### src/rtl/ldc_pkg.sv
package ldc_pkg;

    typedef enum logic [1:0] {
        ST_STOP,
        ST_HIGH,
        ST_LOW,
        ST_MUTE
    } s1_state_t;

    typedef enum logic [1:0] {
        S2_OFF,
        S2_PASS,
        S2_HIGH,
        S2_LOW
    } s2_state_t;

endpackage

### src/rtl/ldc_first_stage.sv
module ldc_first_stage
    import ldc_pkg::*;
#(
    parameter int MOD_W = 5
) (
    input  logic             clk,
    input  logic             rst_n,
    input  logic             reload_i,
    input  logic             mute_i,
    input  logic [MOD_W-1:0] n1_i,
    output logic             load_clk_o,
    output logic             rise_o
);
    localparam int HALF_W = MOD_W - 1;

    s1_state_t         st_q, st_d;
    logic [HALF_W-1:0] cnt_q, cnt_d;
    logic [MOD_W:0]    n1_plus;
    logic [HALF_W-1:0] hi_len, lo_len;

    assign n1_plus = {1'b0, n1_i} + 1'b1;
    assign hi_len  = n1_plus[MOD_W:1];
    assign lo_len  = n1_i[MOD_W-1:1];

    always_comb begin
        st_d   = st_q;
        cnt_d  = cnt_q;
        rise_o = 1'b0;
        if (reload_i) begin
            if (mute_i) begin
                st_d  = ST_MUTE;
                cnt_d = '0;
            end else begin
                st_d  = ST_HIGH;
                cnt_d = hi_len - 1'b1;
            end
        end else begin
            unique case (st_q)
                ST_STOP: ;
                ST_MUTE: ;
                ST_HIGH: begin
                    if (cnt_q == '0) begin
                        st_d  = ST_LOW;
                        cnt_d = lo_len - 1'b1;
                    end else begin
                        cnt_d = cnt_q - 1'b1;
                    end
                end
                ST_LOW: begin
                    if (cnt_q == '0) begin
                        st_d   = ST_HIGH;
                        cnt_d  = hi_len - 1'b1;
                        rise_o = 1'b1;
                    end else begin
                        cnt_d = cnt_q - 1'b1;
                    end
                end
            endcase
        end
    end

    always_ff @(posedge clk or negedge rst_n) begin
        if (!rst_n) begin
            st_q  <= ST_STOP;
            cnt_q <= '0;
        end else begin
            st_q  <= st_d;
            cnt_q <= cnt_d;
        end
    end

    always_comb begin
        load_clk_o = (st_q == ST_HIGH);
    end

    assert_hi_count_R3: assert property (@(posedge clk) disable iff (!rst_n)
        (!reload_i && st_q == ST_HIGH) |-> (cnt_q < hi_len));

    assert_lo_count_R3: assert property (@(posedge clk) disable iff (!rst_n)
        (!reload_i && st_q == ST_LOW) |-> (cnt_q < lo_len));

endmodule

### src/rtl/ldc_second_stage.sv
module ldc_second_stage
    import ldc_pkg::*;
#(
    parameter int M2_W = 10
) (
    input  logic            clk,
    input  logic            rst_n,
    input  logic            reload_i,
    input  logic            mute_i,
    input  logic [M2_W-1:0] m2_i,
    input  logic            rise_i,
    input  logic            load_clk_i,
    output logic            n2_clk_o
);
    localparam int HALF_W = M2_W - 1;

    s2_state_t         st_q, st_d;
    logic [HALF_W-1:0] cnt_q, cnt_d;
    logic [M2_W:0]     m2_plus;
    logic [HALF_W-1:0] hi_len, lo_len;

    assign m2_plus = {1'b0, m2_i} + 1'b1;
    assign hi_len  = m2_plus[M2_W:1];
    assign lo_len  = m2_i[M2_W-1:1];

    always_comb begin
        st_d  = st_q;
        cnt_d = cnt_q;
        if (reload_i) begin
            cnt_d = '0;
            if (mute_i) begin
                st_d = S2_OFF;
            end else if (m2_i == M2_W'(1)) begin
                st_d = S2_PASS;
            end else begin
                st_d  = S2_HIGH;
                cnt_d = hi_len - 1'b1;
            end
        end else begin
            unique case (st_q)
                S2_OFF:  ;
                S2_PASS: ;
                S2_HIGH: begin
                    if (rise_i) begin
                        if (cnt_q == '0) begin
                            st_d  = S2_LOW;
                            cnt_d = lo_len - 1'b1;
                        end else begin
                            cnt_d = cnt_q - 1'b1;
                        end
                    end
                end
                S2_LOW: begin
                    if (rise_i) begin
                        if (cnt_q == '0) begin
                            st_d  = S2_HIGH;
                            cnt_d = hi_len - 1'b1;
                        end else begin
                            cnt_d = cnt_q - 1'b1;
                        end
                    end
                end
            endcase
        end
    end

    always_ff @(posedge clk or negedge rst_n) begin
        if (!rst_n) begin
            st_q  <= S2_OFF;
            cnt_q <= '0;
        end else begin
            st_q  <= st_d;
            cnt_q <= cnt_d;
        end
    end

    always_comb begin
        n2_clk_o = (st_q == S2_HIGH) || (st_q == S2_PASS && load_clk_i);
    end

    assert_lo_count_R6: assert property (@(posedge clk) disable iff (!rst_n)
        (!reload_i && st_q == S2_LOW) |-> (cnt_q < lo_len));

endmodule

### src/rtl/loadclk_div_chain.sv
module loadclk_div_chain #(
    parameter int SEL_W = 4,
    parameter int N2_W  = 9,
    parameter int MOD_W = 5
) (
    input  logic             clk,
    input  logic             rst_n,
    input  logic             reload,
    input  logic [SEL_W-1:0] mod_sel,
    input  logic             suppress,
    input  logic             bypass,
    input  logic [N2_W-1:0]  n2_mod,
    output logic             load_clk,
    output logic             n2_clk
);
    localparam int M2_W     = N2_W + 1;
    localparam int N2_MAX   = 1 << N2_W;
    localparam int NUM_MODS = 9;

    function automatic logic [MOD_W-1:0] code_modulus(input logic [SEL_W-1:0] code);
        case (int'(code))
            0:       return MOD_W'(3);
            1:       return MOD_W'(4);
            2:       return MOD_W'(5);
            3:       return MOD_W'(6);
            4:       return MOD_W'(8);
            5:       return MOD_W'(10);
            6:       return MOD_W'(12);
            7:       return MOD_W'(16);
            8:       return MOD_W'(20);
            default: return MOD_W'(2);
        endcase
    endfunction

    logic             in_mute;
    logic [MOD_W-1:0] in_n1;
    logic [M2_W-1:0]  in_m2;
    logic             cfg_mute, cfg_byp;
    logic [MOD_W-1:0] cfg_n1;
    logic [M2_W-1:0]  cfg_m2;
    logic             use_mute;
    logic [MOD_W-1:0] use_n1;
    logic [M2_W-1:0]  use_m2;
    logic             rise;

    assign in_mute = suppress || (int'(mod_sel) >= NUM_MODS);
    assign in_n1   = bypass ? MOD_W'(2) : code_modulus(mod_sel);
    assign in_m2   = (n2_mod == '0) ? M2_W'(N2_MAX) : {1'b0, n2_mod};

    always_ff @(posedge clk or negedge rst_n) begin
        if (!rst_n) begin
            cfg_mute <= 1'b0;
            cfg_byp  <= 1'b0;
            cfg_n1   <= MOD_W'(2);
            cfg_m2   <= M2_W'(2);
        end else if (reload) begin
            cfg_mute <= in_mute;
            cfg_byp  <= bypass;
            cfg_n1   <= in_n1;
            cfg_m2   <= in_m2;
        end
    end

    assign use_mute = reload ? in_mute : cfg_mute;
    assign use_n1   = reload ? in_n1   : cfg_n1;
    assign use_m2   = reload ? in_m2   : cfg_m2;

    ldc_first_stage #(.MOD_W(MOD_W)) u_first (
        .clk        (clk),
        .rst_n      (rst_n),
        .reload_i   (reload),
        .mute_i     (use_mute),
        .n1_i       (use_n1),
        .load_clk_o (load_clk),
        .rise_o     (rise)
    );

    ldc_second_stage #(.M2_W(M2_W)) u_second (
        .clk        (clk),
        .rst_n      (rst_n),
        .reload_i   (reload),
        .mute_i     (use_mute),
        .m2_i       (use_m2),
        .rise_i     (rise),
        .load_clk_i (load_clk),
        .n2_clk_o   (n2_clk)
    );

    // a silenced configuration keeps both clocks low
    assert_mute_quiet_R4: assert property (@(posedge clk) disable iff (!rst_n)
        cfg_mute |-> (!load_clk && !n2_clk));

    assert_bypass_toggle_R5: assert property (@(posedge clk) disable iff (!rst_n)
        (cfg_byp && !cfg_mute && !reload) |=> (load_clk != $past(load_clk)));

    assert_n2_rise_aligned_R6: assert property (@(posedge clk) disable iff (!rst_n)
        $rose(n2_clk) |-> load_clk);

endmodule

### config.mk
export PLATFORM = sky130hd
export DESIGN_NAME = loadclk_div_chain
export DESIGN_NICKNAME = d
export VERILOG_FILES = /design/src/rtl/ldc_pkg.sv /design/src/rtl/ldc_first_stage.sv /design/src/rtl/ldc_second_stage.sv /design/src/rtl/loadclk_div_chain.sv
export SDC_FILE = /design/constraint.sdc
export NUM_CORES = 1
export LEC_CHECK = 0
export BUFFER_PORTS_ARGS = -buffer_cell sky130_fd_sc_hd__buf_4
export CORE_UTILIZATION = 40
export DETAILED_ROUTE_END_ITERATION = 7
export GPL_TIMING_DRIVEN = 0
export HOLD_SLACK_MARGIN = 0.12
export PLACE_DENSITY = 0.65
export SETUP_SLACK_MARGIN = 0.3
export SLEW_MARGIN = 10
export SYNTH_ARGS = -nofsm -noshare
export SYNTH_HDL_FRONTEND = slang
export SYNTH_SLANG_ARGS = --single-unit
### constraint.sdc
create_clock -name clk -period 4.35 [get_ports clk]
set_input_delay 0.6525 -clock clk [delete_from_list [all_inputs] [get_ports clk]]
set_output_delay 0.6525 -clock clk [all_outputs]
set_load 0.03 [all_outputs]
Word level (Yosys, flattened, before mapping) --
Memories as Yosys holds them, arrays and structs flattened. Index checks and enable logic that the tools add are counted.
Word-level totals: register bits 33, ROM bits 80, bits of input ports 18, output and inout bits 2, logic and storage cells 74, memories 1
Operators by class: add/sub/neg operators 8, $lt $le $gt $ge 1, equality and inequality tests 12, muxes and demuxes 34, reduce and logical (&&, ||, !) cells 11
Memories:
- (no name shown) | depth 16, width 5, read ports 1, clocked after Yosys merged registers in 0, write ports 0, RTL line loadclk_div_chain.sv:21 | case (int'(code))
Operators with widths (count):
- 9-bit two-way mux | 7
- 9-bit by 1-bit subtractor with 9-bit output (second input constant) | 3
- 2-bit two-way mux | 11
- 10-bit two-way mux | 2
- 9-bit zero test | 2
- 9-bit one-hot mux with 2 select lines | 1
- 4-bit two-way mux | 4
- 4-bit by 1-bit subtractor with 4-bit output (second input constant) | 3
- 10-bit by 1-bit adder with 10-bit output (second input constant) | 1
- 10-bit by 1-bit == test with 1-bit output (second input constant) | 1
- 5-bit two-way mux | 2
- 3-bit by 2-bit != test with 1-bit output (second input constant) | 3
- 3-bit != test (second input constant) | 3
- 2-bit one-hot mux with 2 select lines | 2
- 4-bit one-hot mux with 2 select lines | 1
- 2-bit == test (second input constant) | 3
- 3-bit AND reduction | 2
- 3-bit nonzero test | 2
- 5-bit by 1-bit adder with 5-bit output (second input constant) | 1
- 5-bit AND reduction | 1
- 2-bit by 1-bit == test with 1-bit output (second input constant) | 2
- 4-bit greater-or-equal comparator (second input constant) | 1
- 4-bit zero test | 1
- 1-bit two-way mux | 4
- 2 further kinds | 3

Longest topological paths before layout --
Gate-level depths: netlist of run 1.
depth after elaboration 9, mapped depth 15, mapped depth without buffers 13

Modules after synthesis --
From an unflattened synthesis of run 1, not the netlist that was laid out.
Second synthesis, totals: cells, all modules 314, area, all modules 2735.1 µm²
Modules (own cells, without submodules):
- ldc_second_stage | times used 1, cells an instance 179, area each 1366.3 µm², sequential area each 275.3 µm²
- loadclk_div_chain | times used 1, cells an instance 60, area each 747.0 µm², sequential area each 402.9 µm²
- ldc_first_stage | times used 1, cells an instance 75, area each 621.8 µm², sequential area each 150.1 µm²

Worst setup path before layout of run 1 --
OpenSTA, ideal clock, no wires.
path kind input to register, start input port reload, end register u_second.cnt_q[7], library setup time 122 ps, arrival 3210 ps, data required time 4228 ps, setup slack 1018 ps, stages 15, buffers on the path 6, path through buf_6 buf_6 buf_6 buf_2 clkbuf_1 mux2_2 ha_1 nand4_1 and2_1 buf_2 a221o_1 a221oi_2 xnor2_1 a21oi_1 o21ai_1
Between the ends: longest elaborated chain between the ends 7, elaborated cells on any way between the ends 19, classes of those cells add/sub (3); eq/ne (3); mux (11); reduce/logical (2)
RTL lines:
- start: declaration | RTL line loadclk_div_chain.sv:8 | input logic reload,
- 10-bit two-way mux *
- via u_second.m2_i[0] | RTL line ldc_second_stage.sv:10 | input logic [M2_W-1:0] m2_i,
- 10-bit by 1-bit adder with 10-bit output | RTL line ldc_second_stage.sv:22 | assign m2_plus = {1'b0, m2_i} + 1'b1;
- 9-bit by 1-bit subtractor with 9-bit output | RTL line ldc_second_stage.sv:37, ldc_second_stage.sv:57
- 9-bit two-way mux | RTL line ldc_second_stage.sv:55 | if (cnt_q == '0) begin
- 9-bit two-way mux | RTL line ldc_second_stage.sv:54 | if (rise_i) begin
- 9-bit one-hot mux with 2 select lines | RTL line ldc_second_stage.sv:40 | unique case (st_q)
- 9-bit two-way mux * | RTL line ldc_second_stage.sv:29 | if (reload_i) begin
- end signal: assignment | RTL line ldc_second_stage.sv:73 | cnt_q <= cnt_d;
- end: declaration | RTL line ldc_second_stage.sv:18 | logic [HALF_W-1:0] cnt_q, cnt_d;
Mark *: on every way through the listed nets, which the timed path passes. The rest lies on a longest branch. The select of a mux whose other input is x is not followed. A chain may end at the register's enable or synchronous reset.

Final worst setup path of run 1 --
Same ends and word-level chain as after synthesis.

==> results by group, run 1 <==
Pwr
  • IR drop worst, VDD: 160.3 uV
  • Gate power share: 0.394
  • Switch share: 0.3777
  • P_leak: 0.001373 uW
  • Internal power consumption: between 700 and 800 uW
  • Pwr/cell area: 367.9 mW/mm2
  • Reg power frac: 0.336
  • Clock share of power: 0.270
  • Power, Total: 1225 uW
  • Sw power: roughly 460 uW

STA
  • Rel. slew slack: 0.4736
  • Setup violators final: 0
  • Slew Viols, Final: 0
  • Skew final: 8.364 ps
  • Fin. Hold Viols: 0
  • RSZ-0062 raised after global routing: no
  • Worst-Margin Slew: 783.6 ps
  • Setup TNS: 0 ps
  • Tmin final: between 3000 and 4000 ps
  • Highest clock rate: 271.3 MHz
  • Fin crit share: 0.8473

Synth
  • Synth warn: 0
  • Most area-hungry cell type in the Yosys netlist: dfrtp_1
  • Ranking of synthesized cells by area: dfrtp_1, ha_1, xnor2_1, a21oi_1, mux2i_1
  • Share of the synthesized area in the top cell type: 0.2541
  • Mapped cell area: 0.002954 mm2
  • Post-synth ARST share: 1.000
  • Post-Synthesis Cells: approximately 340
  • Syn_area_per_cell: 8.638 um2
  • Syn_nets: 375
  • Number of flops mapped to enable cells by yosys: 0
  • Yosys cell types: between 70 and 80
  • Seq/Total Area, Yosys: 0.2719
  • Synth Register Bits: 32
  • Synth Flop Type: dfrtp_1

Place
  • PortBufs: 17
  • Final HPWL DP: between 5 and 6 mm
  • RePlAce Congestion: 0.8689

Global routing
  • Initial antenna violation count: 0
  • All-Layer GR Usage: 0.2178
  • Vias in the first global route: 2598
  • First-pass GRT wire length: 12.92 mm
  • Largest net degree at the start of global routing: 33
  • Overflow after GRT: 0

Min path
  • Hold Crit Class: primary input to asynchronous set/reset pin

Worst setup path
  • Worst Setup Start Kind: primary input
  • Worst path required time: between 4000 and 5000 ps
  • Crit end category: flip-flop
  • Crit path DAT: 3870 ps
  • Crit Path Max Fanout: 10
  • CP Class: primary input to flip-flop
  • Register-to-register setup slack: 1590 ps

Detailed routing
  • Drt total wl: 7.743 mm
  • Drt pass-1 iters: 4
  • Post-route ant nets: 0
  • # DRC: 0
  • WL per Instance: ~17 um
  • Vias: 2650
  • 1st-iter DRT viols: 150
  • Vias per std cell: 5.724

Job
  • Max-cap violations: 0

Clock tree
  • Setup Buffers After CTS: 0
  • CTS tree: done
  • Sink Count: 32
  • Worst-path clk slew: 80 ps
  • Hold buffer count at cts: 0
  • CTS resizes: 0
  • Number of buffers created by CTS: 5
  • Largest buffer count on any clock path: 2
  • Htree depth: 2
  • Root cell of the clock tree: clkbuf_8
  • Clk_lat worst skew: about 300 ps

Floorplanning
  • Die Wd: 87.94 um
  • # IOs: 20
  • Row count: 30
  • Height of the die: 87.94 um
  • Core Area: between 0.006 and 0.007 mm2
  • Starting density of the core: 0.4254
  • DIE AREA: just under 0.008 mm2

Layout
  • Final nets: 399
  • Inserted Diodes: 0
  • Syn-to-layout area delta: 12.66%
  • Share of cells above drive strength 1: 0.1744
  • Filler instances: 696
  • Utilization after layout: 0.4793
  • Most frequent cells in the layout: dfrtp_1, nand2_1, a21oi_1, nor2_1, inv_1
  • Most common cell after layout, fill and taps aside: dfrtp_1

Status
  • Status: finished, final reports clean
[cells in the mapped netlist, types with 2 or more instances]
master	instances
o21ai_0	18
nand4_1	3
xnor2_1	19
nand2_1	25
a21oi_1	22
mux2i_1	10
o31ai_1	2
a2bb2oi_1	2
nor4_1	3
buf_2	6
ha_1	15
nand2b_1	4
nor2_1	22
nor3_1	15
nor2b_1	6
o2bb2ai_1	2
dfrtp_1	30
nand3_1	10
o21a_1	2
clkbuf_1	2
dfstp_2	2
a31oi_1	6
o211ai_1	6
a221oi_1	4
xor2_1	7
o21ai_1	3
a311oi_1	2
buf_6	5
a221o_1	2
a211oi_1	3
a21o_1	3
a21boi_0	3
or3_1	5
or2_2	3
inv_2	2
nand3b_1	4
inv_1	21
nor3b_1	4
nand4b_1	2
o22ai_1	6
[kinds of logic (layout without fill, tap and decap cells)]
family / Yosys count / after routing / synth area share
mux: 14 / 14 / 0.05506
flops: 32 / 32 / 0.2719
xor+xnor: 26 / 26 / 0.07709
fa+ha+maj: 15 / 15 / 0.06353
simple gates: 119 / 119 / 0.2359
buf+inv: 37 / 62 / 0.06269
compound gates: 99 / 99 / 0.2338
[layout make-up]
cell class / count / area, um2 / area share
Buffer: 14 / 98.84 / 0.02970
Clock buffer: 7 / 96.34 / 0.02895
Clock inverter: 1 / 30.03 / 0.009023
Inverter: 23 / 86.33 / 0.02594
Multi-Input combinational cell: 273 / 1966 / 0.5906
Sequential cell: 32 / 803.3 / 0.2414
Tap cell: 96 / 120.1 / 0.03609
Timing Repair Buffer: 17 / 127.6 / 0.03835
[layer usage]
metal  up-vias  global-route usage  wire (um)
met3        11             0.03487        327
met5         -                   0          0
li1       1303                   -          -
met4         0             0.07004         97
met1      1272              0.3008       3782
met2        64              0.3474       3535
[critical path, cell delays in order]
cell	delay, ps
buf_6	110
buf_6	160
buf_6	160
buf_2	260
clkbuf_1	410
mux2_2	280
ha_1	260
nand4_1	210
and2_1	190
buf_2	150
a221o_1	310
a221oi_2	320
xnor2_1	140
a21oi_1	160
o21ai_1	90
[worst paths after layout]
kind,to,cells past startpoint,startpoint
worst min-delay path,u_first.cnt_q[3],1,rst_n
worst min register to register,u_second.cnt_q[7],2,u_second.cnt_q[7]
worst max-delay path,u_second.cnt_q[7],15,reload
worst max register to register,u_second.cnt_q[7],10,cfg_m2[1]
min in group clk,u_second.cnt_q[7],2,u_second.cnt_q[7]
max in group asynchronous,cfg_m2[1],1,rst_n
[state kept, by name, summed over array words and instances, names as in the netlist]
name	count
u_first.st_q	2
u_second.cnt_q	9
u_first.cnt_q	4
u_second.st_q	2
cfg_n1	5
cfg_m2	10
[stage by stage]
step	hold slack, ps	area [um2]	setup slack (ps)	instances
2_1_floorplan	356.9	2954	1018	342
5_1_grt	338.6	3328	488.0	463
3_3_place_gp	509.6	3202	395.3	455
4_1_cts	318.6	3328	679.8	463
6_report	300.0	3328	664.5	463
3_5_place_dp	512.8	3202	369.9	455
[power by group through the flow]
| stage | Sequential [uW] | Combinational [uW] | Clock [uW] |
|---|---|---|---|
| after global routing | 419 | 532 | 344 |
| after global placement | 413 | 468 | 0 |
| after detailed placement | 416 | 476 | 0 |
| after floorplan | 401 | 365 | 0 |
| after CTS | 411 | 480 | 333 |
| final | 411 | 482 | 331 |
(Power assumes the default switching activity.)
==> run 2: changes to the inputs <==
--- a/config.mk
+++ b/config.mk
@@ -5,6 +5,7 @@
 export SDC_FILE = /design/constraint.sdc
 export NUM_CORES = 1
 export LEC_CHECK = 0
+export ABC_AREA = 1
 export BUFFER_PORTS_ARGS = -buffer_cell sky130_fd_sc_hd__buf_4
 export CORE_UTILIZATION = 40
 export DETAILED_ROUTE_END_ITERATION = 7
==> constraint.sdc (replaced) <==
create_clock -name clk -period 3.4 [get_ports clk]
set_input_delay 0.51 -clock clk [delete_from_list [all_inputs] [get_ports clk]]
set_output_delay 0.51 -clock clk [all_outputs]
set_load 0.03 [all_outputs]
==> run 2 against run 1 <==
Net effect:
- flip-flop and latch count did not move
- cell area barely moved
- first-iteration DRC count up 6.0%
- sequential power grew 20%
- wire length shrank 11%
- via count is 5.3% higher
- synthesized cell count is 28% higher
- non-clock buffer count is 6 lower
- critical endpoint is now u_second.cnt_q[5]
==> results by group, run 2 <==
STA
  • Fin crit share: 0.7975
  • Worst-Margin Slew: 507.8 ps (was 783.6 ps)
  • Tmin final: 2711 ps
  • Hold slack: 153.5 ps (was 300.0 ps)
  • Skew final: 8.296 ps (was 8.364 ps)
  • Rel. slew slack: 0.6579 (was 0.4736)
  • Fin. Hold Viols: 0 (unchanged)
  • Setup violators final: 0 (unchanged)
  • Highest clock rate: about 370 MHz
  • Slew Viols, Final: 0 (unchanged)
  • Setup TNS: 0 ps (unchanged)
  • RSZ-0062 raised after global routing: no (unchanged)

Worst setup path
  • Crit end category: flip-flop (unchanged)
  • Crit-path max cell delay: 520 ps (was 410 ps)
  • Crit path DAT: 2920 ps (was 3870 ps)
  • Worst R2R Path Depth: 14 (was 10)
  • CP most frequent cell: nand2_1 (was buf_6)
  • Worst Setup Start Kind: flip-flop (was primary input)
  • Worst path required time: 3610 ps (was 4540 ps)
  • Crit-path cells: inv_1 -> o21ai_0 -> inv_1 -> ha_1 -> inv_1 -> nor2_2 -> nand2_2 -> nor2_4 -> nand2_1 -> xnor2_1 -> nand2_1 -> nand2_1 -> nand2_1 -> a21oi_1 (was buf_6 -> buf_6 -> buf_6 -> buf_2 -> clkbuf_1 -> mux2_2 -> ha_1 -> nand4_1 -> and2_1 -> buf_2 -> a221o_1 -> a221oi_2 -> xnor2_1 -> a21oi_1 -> o21ai_1)
  • Max stage delay cell, worst path: dfstp_2 (was clkbuf_1)
  • CP Class: flip-flop to flip-flop (was primary input to flip-flop)
  • Crit Path Max Fanout: 5 (was 10)

Synth
  • Syn_nets: 472 (was 375)
  • Number of flops mapped to enable cells by yosys: 0 (unchanged)
  • Post-Synthesis Cells: 439 (was 342)
  • Share of the synthesized area in the top cell type: 0.2537 (was 0.2541)
  • Synth warn: 0 (unchanged)
  • Syn_area_per_cell: 6.741 um2 (was 8.638 um2)
  • Most area-hungry cell type in the Yosys netlist: dfrtp_1 (unchanged)
  • Synth Flop Type: dfrtp_1 (unchanged)
  • Mapped cell area: 0.002959 mm2 (was 0.002954 mm2)
  • Post-synth top cells: nand2_1, inv_1, nor2_1 (was dfrtp_1, nand2_1, a21oi_1, nor2_1, inv_1)
  • Count leader, synth: nand2_1 (was dfrtp_1)
  • Seq/Total Area, Yosys: 0.2715 (was 0.2719)
  • Ranking of synthesized cells by area: dfrtp_1, nand2_1, inv_1, ha_1, nor2_1 (was dfrtp_1, ha_1, xnor2_1, a21oi_1, mux2i_1)
  • Post-synth ARST share: 1.000 (unchanged)
  • Yosys cell types: 36 (was 71)
  • Synth Register Bits: 32 (unchanged)

Detailed routing
  • # DRC: 0 (unchanged)
  • Drt total wl: 6.909 mm (was 7.743 mm)
  • Post-route ant nets: 0 (unchanged)
  • Vias: 2791 (was 2650)
  • Drt pass-1 iters: 4 (unchanged)
  • Vias per std cell: 4.975 (was 5.724)
  • 1st-iter DRT viols: 159 (was 150)
  • WL per Instance: 12.32 um (was 16.72 um)

Clock tree
  • CTS resizes: 0 (unchanged)
  • Root cell of the clock tree: clkbuf_8 (unchanged)
  • Worst-path clk slew: 80 ps (about the same)
  • Setup Buffers After CTS: 0 (unchanged)
  • Hold buffer count at cts: 0 (unchanged)
  • Largest buffer count on any clock path: 2 (unchanged)
  • Number of buffers created by CTS: 5 (unchanged)
  • Htree depth: 2 (unchanged)
  • Sink Count: 32 (unchanged)
  • Clk_lat worst skew: 290 ps (was 300 ps)
  • CTS tree: done (unchanged)

Pwr
  • Pwr/cell area: 434.8 mW/mm2 (was 367.9 mW/mm2)
  • P_leak: 0.001659 uW (was 0.001373 uW)
  • IR drop worst, VDD: 233.6 uV (was 160.3 uV)

Floorplanning
  • DIE AREA: 0.007746 mm2 (was 0.007733 mm2)
  • # IOs: 20 (unchanged)
  • Die Wd: 88.01 um (was 87.94 um)
  • Starting density of the core: 0.4238 (was 0.4254)
  • Height of the die: 88.01 um (was 87.94 um)
  • Core Area: 0.006982 mm2 (was 0.006944 mm2)
  • Row count: 30 (unchanged)

Layout
  • Most common cell after layout, fill and taps aside: nand2_1 (was dfrtp_1)
  • Share of cells above drive strength 1: 0.1763 (was 0.1744)
  • Inserted Diodes: 0 (unchanged)
  • Utilization after layout: 0.4763 (was 0.4793)
  • Top flop regs: cfg_m2 x10, u_second.cnt_q x9, cfg_n1 x5 (unchanged)
  • Syn-to-layout area delta: 12.39% (was 12.66%)
  • Number of flip-flops in the largest register: 10 (unchanged)
  • Final Non-Filler Cells: 561 (was 463)
  • Filler instances: 722 (was 696)
  • Top reg by flops: cfg_m2 (unchanged)
  • Final nets: 497 (was 399)
  • Most frequent cells in the layout: nand2_1, inv_1, nor2_1 (was dfrtp_1, nand2_1, a21oi_1, nor2_1, inv_1)

Place
  • PortBufs: 18 (was 17)
  • RePlAce Congestion: 0.9115 (was 0.8689)
  • Placed Cells: 553 (was 455)
  • Final HPWL DP: 5.447 mm (was 5.785 mm)

Min path
  • Hold Crit Class: primary input to asynchronous set/reset pin (unchanged)

Global routing
  • Vias in the first global route: 2775 (was 2598)
  • Overflow after GRT: 0 (unchanged)
  • Initial antenna violation count: 0 (unchanged)
  • All-Layer GR Usage: 0.1973 (was 0.2178)
  • Largest net degree at the start of global routing: 33 (unchanged)
  • First-pass GRT wire length: 12.01 mm (was 12.92 mm)

Status
  • Status: finished, final reports clean (unchanged)

Job
  • Max-cap violations: 0 (unchanged)
-- run 2: logic make-up (layout without fill, tap and decap cells) --
family | after synthesis | count (layout) | synth area share
AOI/OAI and AO/OA | 58 | 58 | 0.1095
and+or+nand+nor | 253 | 253 | 0.4118
buffers and inverters | 67 | 93 | 0.09979
xor gates and xnor gates | 14 | 14 | 0.04398
adders and majority gates | 15 | 15 | 0.06342
DFF | 32 | 32 | 0.2715
-- run 2: cell type report --
cell class / count / area, um2 / share of cell area
Buffer: 7 / 67.56 / 0.02032
Clock buffer: 5 / 68.82 / 0.02069
Clock inverter: 3 / 42.54 / 0.01279
Inverter: 60 / 227.7 / 0.06847
Multi-Input combinational cell: 340 / 1861 / 0.5594
Sequential cell: 32 / 803.3 / 0.2415
Tap cell: 96 / 120.1 / 0.03612
Timing Repair Buffer: 18 / 135.1 / 0.04063
-- run 2: final timing paths --
kind	start	to	slack (ps)
setup / recovery	cfg_m2[1]	u_second.cnt_q[5]	690
setup reg to reg	cfg_m2[1]	u_second.cnt_q[5]	690
hold / removal	rst_n	cfg_m2[5]	150
min in group clk	u_second.cnt_q[7]	u_second.cnt_q[7]	480
hold reg to reg	u_second.cnt_q[7]	u_second.cnt_q[7]	480
max in group asynchronous	rst_n	cfg_n1[1]	2900
-- run 2: worst max-delay path: cells and delay by family, from the launching register on --
kind	cells	cell delay, ps
simple gates	7	600
compound gates	2	550
flops	1	520
fa+ha+maj	1	400
buf+inv	3	310
xor+xnor	1	250
-- run 2: per-layer routing --
| layer | vias to the layer above | part of all wire | global-route usage |
|---|---|---|---|
| met5 | - | 0 | 0 |
| met4 | 0 | 0.0055 | 0.03079 |
| met3 | 5 | 0.027 | 0.02828 |
| met2 | 37 | 0.48 | 0.3672 |
| met1 | 1306 | 0.49 | 0.2451 |
| li1 | 1443 | - | - |
-- run 2: metrics by stage --
stage	worst slack, ps	power, uW	area (um2)
floorplan	853.9	935.3	2959
global placement	503.6	1063	3214
detailed placement	477.2	1075	3214
CTS	709.9	1455	3326
global route	428.8	1563	3326
finish	688.6	1446	3326
-- run 2: where the power goes --
part           internal (uW)  total [uW]  switching (uW)
Sequential               447         495            47.9
Combinational            216         576             360
Clock                    217         375             158
==> run 3: changes to the inputs <==
==> constraint.sdc (replaced) <==
create_clock -name clk -period 2.8 [get_ports clk]
set_input_delay 0.42 -clock clk [delete_from_list [all_inputs] [get_ports clk]]
set_output_delay 0.42 -clock clk [all_outputs]
set_load 0.03 [all_outputs]
==> run 3 against run 2 <==
Net effect:
- setup slack lost 210 ps
- largest cell class unchanged
- utilization grew 1.0 points
- first-iteration DRC count did not move
- critical path type is now primary input to flip-flop
- die area unchanged
- clock skew hardly changed
- clock-buffer cell count did not move
- sequential power is 21% higher
- register-to-register slack worse by 210 ps
- combinational power up 25%
- final cell count up 0.18%
- wire length up 0.83%
- critical endpoint is now u_first.cnt_q[2]
- critical path depth rose by 3
==> results by group, run 3 (synthesis results as in run 2) <==
Layout
  • Number of flip-flops in the largest register: 10 (unchanged)
  • Utilization after layout: 0.4867 (was 0.4763)
  • Filler instances: 713 (was 722)
  • Inserted Diodes: 0 (unchanged)
  • Final nets: 498 (was 497)
  • Top flop regs: cfg_m2 x10, u_second.cnt_q x9, cfg_n1 x5 (unchanged)
  • Syn-to-layout area delta: 14.84% (was 12.39%)
  • Share of cells above drive strength 1: 0.1953 (was 0.1763)
  • Most common cell after layout, fill and taps aside: nand2_1 (unchanged)
  • Top reg by flops: cfg_m2 (unchanged)
  • Most frequent cells in the layout: nand2_1, inv_1, nor2_1 (unchanged)

STA
  • RSZ-0062 raised after global routing: yes (was no)
  • Slew Viols, Final: 0 (unchanged)
  • Fin. Hold Viols: 0 (unchanged)
  • Worst-Margin Slew: 435.5 ps (was 507.8 ps)
  • Tmin final: 2322 ps
  • Skew final: 8.640 ps (was 8.296 ps)
  • Highest clock rate: 430.6 MHz
  • Fin crit share: 0.8294
  • Rel. slew slack: 0.7097 (was 0.6579)
  • Setup violators final: 0 (unchanged)

Worst setup path
  • Crit path DAT: 2500 ps (was 2920 ps)
  • Crit Path Max Fanout: 5 (unchanged)
  • Worst R2R Path Depth: 14 (unchanged)
  • RR Endpoint: u_second.cnt_q[5] (unchanged)
  • Register-to-register setup slack: 480 ps (was 690 ps)
  • Crit-path cells: buf_4 -> inv_1 -> ha_1 -> nand2_1 -> o21ai_0 -> nor2_1 -> o22ai_2 -> inv_2 -> ha_2 -> inv_1 -> nand2_1 -> nand2_1 -> ha_1 -> xnor2_2 -> o21ai_0 -> o21ai_0 -> inv_1 (was inv_1 -> o21ai_0 -> inv_1 -> ha_1 -> inv_1 -> nor2_2 -> nand2_2 -> nor2_4 -> nand2_1 -> xnor2_1 -> nand2_1 -> nand2_1 -> nand2_1 -> a21oi_1)
  • Max stage delay cell, worst path: ha_1 (was dfstp_2)
  • Crit-path max cell delay: 290 ps (was 520 ps)
  • Worst path required time: 2980 ps (was 3610 ps)
  • Crit path buffers/inverters: 5 (was 3)
  • Crit path max-delay family: adder cells (was simple AND/OR/NAND/NOR gates)
  • R2R Path Start: cfg_m2[1] (unchanged)
  • CP Class: primary input to flip-flop (was flip-flop to flip-flop)
  • Worst Setup Start Kind: primary input (was flip-flop)
  • Crit end category: flip-flop (unchanged)

Place
  • RePlAce Congestion: 0.9115 (unchanged)
  • Final HPWL DP: 5.447 mm (unchanged)
  • PortBufs: 18 (unchanged)

Clock tree
  • Root cell of the clock tree: clkbuf_8 (unchanged)
  • Largest buffer count on any clock path: 2 (unchanged)
  • Worst-path clk slew: 70 ps (was 80 ps)
  • Htree depth: 2 (unchanged)
  • Clk_lat worst skew: 290 ps (about the same)
  • Number of buffers created by CTS: 5 (unchanged)
  • Sink Count: 32 (unchanged)
  • CTS tree: done (unchanged)
  • Setup Buffers After CTS: 0 (unchanged)

Min path
  • Hold Crit Class: primary input to flip-flop (was primary input to asynchronous set/reset pin)
  • Min-Delay Endpoint: cfg_m2[8]
  • Hold path depth: 3
  • Min-delay src: n2_mod[8]

Detailed routing
  • WL per Instance: 12.40 um (was 12.32 um)
  • Drt pass-1 iters: 5 (was 4)
  • Drt total wl: 6.966 mm (was 6.909 mm)
  • Vias per std cell: 4.991 (was 4.975)
  • # DRC: 0 (unchanged)
  • Vias: 2805 (was 2791)
  • Post-route ant nets: 0 (unchanged)
  • 1st-iter DRT viols: 159 (unchanged)

Global routing
  • Overflow after GRT: 0 (unchanged)
  • Largest net degree at the start of global routing: 33 (unchanged)
  • First-pass GRT wire length: 12.05 mm (was 12.01 mm)
  • Initial antenna violation count: 0 (unchanged)
  • All-Layer GR Usage: 0.1977 (was 0.1973)
  • Vias in the first global route: 2791 (was 2775)

Pwr
  • P_leak: 0.001674 uW (was 0.001659 uW)
  • Power, Total: 1773 uW (was 1446 uW)
  • Pwr/cell area: 521.8 mW/mm2 (was 434.8 mW/mm2)
  • IR drop worst, VDD: 284.1 uV (was 233.6 uV)

Job
  • Max-cap violations: 0 (unchanged)

Status
  • Status: finished, final reports clean (unchanged)

Floorplanning
  • DIE AREA: 0.007746 mm2 (unchanged)
  • Die Wd: 88.01 um (unchanged)
  • Starting density of the core: 0.4238 (unchanged)
  • Row count: 30 (unchanged)
  • # IOs: 20 (unchanged)
  • Core Area: 0.006982 mm2 (unchanged)
  • Height of the die: 88.01 um (unchanged)
run 3: cell count changes in the layout (fill, tap and decap cells not counted), sizes merged:
cell	before	now
dlygate4sd3	0	1
run 3: routing by layer:
| layer | GRT usage | vias to the layer above | wire, um |
|---|---|---|---|
| met3 | 0.02828 | 5 | 191 |
| met2 | 0.3693 | 41 | 3378 |
| met4 | 0.03079 | 0 | 38 |
| met5 | 0 | - | 0 |
| met1 | 0.2445 | 1315 | 3358 |
| li1 | - | 1444 | - |
run 3: worst max path at each step:
| stage | startpoint | to | slack (ps) | cells past startpoint |
|---|---|---|---|---|
| 2_1_floorplan | reload | u_second.cnt_q[6] | 340 | 17 |
| 3_3_place_gp | reload | u_second.cnt_q[6] | -6 | 14 |
| 5_1_grt | cfg_m2[1] | u_second.cnt_q[6] | 300 | 13 |
| 6_report | mod_sel[0] | u_first.cnt_q[2] | 480 | 17 |
| 3_5_place_dp | reload | u_second.cnt_q[5] | -30 | 15 |
| 4_1_cts | mod_sel[0] | u_first.cnt_q[2] | 390 | 17 |
run 3: worst register-to-register path, delay by kind of cell (launching register included):
kind | cells | cell delay (ps)
and+or+nand+nor | 7 | 610
DFF | 1 | 520
AOI/OAI and AO/OA | 2 | 340
adders and majority gates | 1 | 320
buffers and inverters | 3 | 270
xor gates and xnor gates | 1 | 180
run 3: cell type report:
cell class                      count  area (um2)  area share
Clock buffer                        5       68.82     0.02025
Tap cell                           96       120.1     0.03535
Clock inverter                      3       42.54     0.01252
Inverter                           60       227.7     0.06701
Timing Repair Buffer               19       145.1     0.04271
Sequential cell                    32       803.3      0.2364
Multi-Input combinational cell    340        1923      0.5659
Buffer                              7       67.56     0.01988
run 3: through the flow:
step / instance area [um2] / setup WS, ps / instances / hold slack, ps / TNS, ps
after floorplan: 2959 / 343.9 / 439 / 124.4 / 0
final: 3398 / 477.5 / 562 / 443.5 / 0
after global routing: 3398 / 297.0 / 562 / 454.2 / 0
after detailed placement: 3214 / -32.77 / 553 / 397.2 / -46.16
after global placement: 3214 / -6.355 / 553 / 395.4 / -6.355
after CTS: 3346 / 387.9 / 562 / 408.9 / 0
run 3: repair_timing:
action,in CTS,in global routing
pin swaps,0,1
resized for setup,3,9
setup endpoints to repair,6,6
hold buffers,1,0
hold endpoints to repair,30,0
run 3: power breakdown:
part / total, uW / leakage, uW / switching, uW / internal (uW)
combinational: 718 / 0.00123 / 445 / 273
sequential: 601 / 0.000390 / 57.8 / 543
clock: 455 / 0.0000541 / 191 / 263
